### src/rtl/rxf_pkg.sv
package rxf_pkg;

  // Reasons a flush may be requested in a given cycle
  typedef struct packed {
    logic full;     // a whole packet is buffered
    logic expired;  // millisecond timeout ran out
    logic uframe;   // zero-latency mode, microframe boundary
  } rxf_cause_t;

  function automatic logic rxf_any(input rxf_cause_t c);
    return c.full | c.expired | c.uframe;
  endfunction

endpackage

### src/rtl/rxf_lat_reg.sv
module rxf_lat_reg #(
  parameter int LAT_W   = 9,
  parameter int MAX_LAT = 256,
  parameter int DEF_LAT = 16
) (
  input  logic             clk,
  input  logic             rst,
  input  logic             wr,
  input  logic [LAT_W-1:0] wdata,
  input  logic             restart,
  output logic [LAT_W-1:0] act_lat
);

  localparam logic [LAT_W-1:0] MAX_V = LAT_W'(MAX_LAT);
  localparam logic [LAT_W-1:0] DEF_V = LAT_W'(DEF_LAT);

  logic [LAT_W-1:0] cfg_q;
  logic [LAT_W-1:0] wsat;

  assign wsat = (wdata > MAX_V) ? MAX_V : wdata;

  // Configured value, written by the control side
  always_ff @(posedge clk) begin
    if (rst)     cfg_q <= DEF_V;
    else if (wr) cfg_q <= wsat;
  end

  // Value governing the running count, adopted only at a restart
  always_ff @(posedge clk) begin
    if (rst)          act_lat <= DEF_V;
    else if (restart) act_lat <= cfg_q;
  end

endmodule

### src/rtl/rxf_ms_timer.sv
module rxf_ms_timer #(
  parameter int LAT_W = 9
) (
  input  logic             clk,
  input  logic             rst,
  input  logic             restart,
  input  logic             run,
  input  logic             tick,
  input  logic [LAT_W-1:0] act_lat,
  output logic             expired
);

  logic [LAT_W-1:0] cnt_q;
  logic [LAT_W:0]   cnt_inc;
  logic             lat_nz;

  assign cnt_inc = {1'b0, cnt_q} + 1'b1;
  assign lat_nz  = (act_lat != '0);
  assign expired = run && tick && lat_nz && (cnt_inc >= {1'b0, act_lat});

  always_ff @(posedge clk) begin
    if (rst || restart)
      cnt_q <= '0;
    else if (run && tick && (cnt_q < act_lat))
      cnt_q <= cnt_inc[LAT_W-1:0];
  end

endmodule

### src/rtl/rxf_req_ctrl.sv
module rxf_req_ctrl
  import rxf_pkg::*;
(
  input  logic       clk,
  input  logic       rst,
  input  logic       grant,
  input  rxf_cause_t cause,
  output logic       req,
  output logic       full
);

  always_ff @(posedge clk) begin
    if (rst || grant) begin
      req  <= 1'b0;
      full <= 1'b0;
    end else if (!req) begin
      req  <= rxf_any(cause);
      full <= cause.full;
    end else if (cause.full) begin
      full <= 1'b1;
    end
  end

endmodule

### src/rtl/rx_flush_timer.sv
module rx_flush_timer
  import rxf_pkg::*;
#(
  parameter int BUF_BYTES = 2048,
  parameter int PKT_BYTES = 512,
  parameter int MAX_LAT   = 256,
  parameter int DEF_LAT   = 16
) (
  input  logic                             clk,
  input  logic                             rst,
  input  logic [$clog2(BUF_BYTES+1)-1:0]   buf_count,
  input  logic                             data_arrive,
  input  logic                             tick_1ms,
  input  logic                             tick_uframe,
  input  logic                             lat_wr,
  input  logic [$clog2(MAX_LAT+1)-1:0]     lat_wdata,
  input  logic                             flush_ack,
  output logic                             flush_req,
  output logic                             flush_full
);

  localparam int CNT_W = $clog2(BUF_BYTES+1);
  localparam int LAT_W = $clog2(MAX_LAT+1);
  localparam logic [CNT_W-1:0] PKT_V = CNT_W'(PKT_BYTES);

  logic             occupied;
  logic             full_now;
  logic             grant;
  logic             restart;
  logic             expired;
  logic [LAT_W-1:0] act_lat;
  rxf_cause_t       cause;

  assign occupied = (buf_count != '0) || data_arrive;
  assign full_now = (buf_count >= PKT_V);
  assign grant    = flush_req && flush_ack;
  assign restart  = grant || !occupied;

  rxf_lat_reg #(
    .LAT_W  (LAT_W),
    .MAX_LAT(MAX_LAT),
    .DEF_LAT(DEF_LAT)
  ) u_lat (
    .clk    (clk),
    .rst    (rst),
    .wr     (lat_wr),
    .wdata  (lat_wdata),
    .restart(restart),
    .act_lat(act_lat)
  );

  rxf_ms_timer #(
    .LAT_W(LAT_W)
  ) u_tmr (
    .clk    (clk),
    .rst    (rst),
    .restart(restart),
    .run    (occupied && !flush_req),
    .tick   (tick_1ms),
    .act_lat(act_lat),
    .expired(expired)
  );

  always_comb begin
    cause.full    = full_now;
    cause.expired = expired;
    cause.uframe  = (act_lat == '0) && tick_uframe && occupied;
  end

  rxf_req_ctrl u_req (
    .clk  (clk),
    .rst  (rst),
    .grant(grant),
    .cause(cause),
    .req  (flush_req),
    .full (flush_full)
  );

endmodule

### config.mk
export PLATFORM = sky130hd
export DESIGN_NAME = rx_flush_timer
export DESIGN_NICKNAME = d
export VERILOG_FILES = /design/src/rtl/rxf_pkg.sv /design/src/rtl/rxf_lat_reg.sv /design/src/rtl/rxf_ms_timer.sv /design/src/rtl/rxf_req_ctrl.sv /design/src/rtl/rx_flush_timer.sv
export SDC_FILE = /design/constraint.sdc
export NUM_CORES = 1
export LEC_CHECK = 0
export ABC_AREA = 1
export BUFFER_PORTS_ARGS = -buffer_cell sky130_fd_sc_hd__buf_2
export CORE_MARGIN = 10
export CORE_UTILIZATION = 55
export DETAILED_ROUTE_END_ITERATION = 16
export GPL_ROUTABILITY_DRIVEN = 1
export PLACE_DENSITY_LB_ADDON = 0.08
export SLEW_MARGIN = 20
export SYNTH_ARGS = -nofsm -noshare
export SYNTH_HDL_FRONTEND = slang
export SYNTH_SLANG_ARGS = --single-unit
export TNS_END_PERCENT = 1
### constraint.sdc
create_clock -name clk -period 5.4 [get_ports clk]
set_input_delay 0.54 -clock clk [delete_from_list [all_inputs] [get_ports clk]]
set_output_delay 0.54 -clock clk [all_outputs]
set_load 0.01 [all_outputs]
==> results.sh <==
export IMPL_r2r_cells=17
export IMPL_synth_edff_count=0
export IMPL_grt_max_degree=16
export IMPL_min_path_type="in2reg"
export IMPL_die_h_um=76.6
export IMPL_setup_worst_path_end_class="flip-flop"
export IMPL_ir_drop_mv=0.182
export IMPL_min_period_ps=2110
export IMPL_die_area_um2=5860
export IMPL_slowest_stage="dfxtp_1"
export IMPL_grt_overflow=0
export IMPL_ys_warn_count=0
export IMPL_rows=20
export IMPL_maxCapViolCount=0
export IMPL_arrival_ps=2340
export IMPL_vias=1559
export IMPL_finalClockSkew_ps=16.1
export IMPL_place_congestion=0.856
export IMPL_htreeDepth=2
export IMPL_final_area_um2=2010
export IMPL_n_antenna_cell=0
export IMPL_drtPass1Iterations=4
export IMPL_worst_slew_pin_slew_ps=451
export IMPL_grt_usage_pct=13.6
export IMPL_hold_viol_final=0
export IMPL_dp_slack_ps=3310
export IMPL_cp_max_fo=5
export IMPL_postSynthNetCount=287
export IMPL_cp_required_ps=5630
export IMPL_pin_count=30
export IMPL_clk_path_buf_depth=2
export IMPL_fin_crit_sh_pct=39.1
export IMPL_finalSetupTns_ps=0
export IMPL_cts_sinks=29
export IMPL_route_detailed_drc=0
export IMPL_drive_gt1_share_pct=17.9
export IMPL_antenna_found_initial=0
export IMPL_relSlewSlack_pct=69.9
export IMPL_clk_latency_ps=340
export IMPL_cts_root_buf="clkbuf_4"
export IMPL_initial_utilization_pct=57.6
export IMPL_crit_path_cell_trace="ha_1 -> nand3_1 -> nor2_1 -> nand2_1 -> xor2_1 -> inv_1 -> ha_1 -> nand2_1 -> inv_1 -> nand2_1 -> nand2_1 -> nand2_1 -> nand2_1 -> nand2_1 -> nand2_1 -> nand2_1 -> nand2_1"
export IMPL_wl_mm=3.70
export IMPL_drv_slew=0
export IMPL_cp_num_buf_inv=2
export IMPL_cts_setup_buffers=0
export IMPL_grt_pass1_vias=1527
export IMPL_fmax_mhz=473
export IMPL_cts_tree="yes"
export IMPL_syn_area_um2=1760
export IMPL_grt_pass1_wl_mm=6.69
export IMPL_ys_seq_area_share_pct=33.0
export IMPL_hold_buffers=0
export IMPL_status="finished clean"
export IMPL_cts_buffers=5
export IMPL_yosysMostFrequentCell="nand2_1"
export IMPL_cpMostUsedCell="nand2_1"
export IMPL_die_width_um=76.6
export IMPL_cp_start_kind="flip-flop"
export IMPL_dpl_hpwl_mm=2.95
export IMPL_syn_avg_cell_area_um2=7.33
export IMPL_dr_first_iter_drc_count=35
export IMPL_coreArea_um2=3050
export IMPL_synthFlopType="dfxtp_1"
export IMPL_rsz0062_at_grt="false"
export IMPL_synthToLayoutAreaGrowth_pct=14.4
export IMPL_cts_resized=0
export IMPL_crit_cells=17
export IMPL_yosys_area_top_type_share_pct=33.0
export IMPL_place_area_um2=1940
export IMPL_synth_cell_types=31
export IMPL_drt_vias_per_instance=4.92
export IMPL_synth_cells=240
export IMPL_setup_viol=0
export IMPL_wl_per_cell_um=11.7
export IMPL_layout_setup_ws_ps=3290
export IMPL_layout_nets=320
export IMPL_slowest_delay_ps=420
export IMPL_yosysTopAreaCell="dfxtp_1"
export IMPL_whs_path_depth=3
export IMPL_clk_pin_slew_ps=90
export IMPL_crit_type="reg2reg"
export IMPL_ys_ff_latch=29
export IMPL_synth_common_cells="45 x nand2_1, 33 x inv_1, 29 x dfxtp_1"
export IMPL_io_buffers=29
export IMPL_cpLargestDelayFamily="simple AND/OR/NAND/NOR gates"
export IMPL_p_leak_nw=1.05
export IMPL_synth_async_reset_ratio_pct=0
export IMPL_detail_route_antenna_nets=0
export IMPL_powerDensity_nw_per_um2=332
export IMPL_synthTopCellsByArea="dfxtp_1 33%, ha_1 14%, nand2_1 9.6%, inv_1 7.0%, a21oi_1 6.8%"
-- cells by family (layout without fill, tap and decap cells) --
kind of cell    count (synthesis)  in the layout  share of synthesized area (%)
xor+xnor                        7              7                           3.91
flops                          29             29                           33.0
buf+inv                        38             71                           8.68
compound gates                 52             52                           15.7
fa+ha+maj                      19             19                           13.5
simple gates                   95             95                           25.2
-- where the power goes --
part / internal [mW] / switching (mW)
clock: 0.0942 / 0.0782
combinational: 0.0889 / 0.135
sequential: 0.243 / 0.0291
-- metal layers --
layer  wire [um]  GRT usage [%]  vias to the layer above
met2        1670           22.2                       26
met5           0              0                        -
met1        1820           15.9                      678
met3         159           5.19                        6
met4          55           4.46                        0
li1            -              -                      849
-- final cells by class --
cell class	count	area, um^2
fill	296	1040
multi-input combinational	173	1030
clock inverter	2	35.0
sequential	29	581
tap	44	55.1
timing repair buffer	29	145
inverter	35	134
clock buffer	5	37.5
-- state kept, by name (all words and copies together), names as in the netlist --
register,count
u_lat.act_lat,9
u_lat.cfg_q,9
u_req.full,1
u_req.req,1
u_tmr.cnt_q,9
-- worst min-delay path: cells and delay by family --
kind                   cells  cell delay, ps
buffers and inverters      1              90
AND/OR/NAND/NOR            2             120
-- through the flow --
step	std cells	power [mW]	utilization [%]	hold WS, ps
CTS	317	0.675	65.9	428
global route	317	0.728	65.9	423
floorplan	240	0.442	-	430
global placement	310	0.495	63.6	442
detailed placement	310	0.501	63.6	449
finish	317	0.668	65.9	442
-- final timing paths --
check	start	to	slack, ps
setup / recovery	u_tmr.cnt_q[0]	u_req.req	3290
hold / removal	lat_wdata[4]	u_lat.cfg_q[4]	440
setup reg to reg	u_tmr.cnt_q[0]	u_req.req	3290
hold reg to reg	u_req.full	u_req.full	460
-- layout by cell type (no fill, tap or decap), types with 2 or more instances in the layout --
master    count
o21ai_0      20
inv_1        33
xor2_1        5
nand3_2       2
nor4_1        2
o21bai_1      2
nor2_4        2
o21ai_1       2
nor2_2        2
clkbuf_4      5
nand2_1      45
ha_1         19
buf_2        29
dfxtp_1      29
nor2_1       28
nand3_1       8
a21oi_1      24
Note: power is estimated with default switching activity, not from simulation.
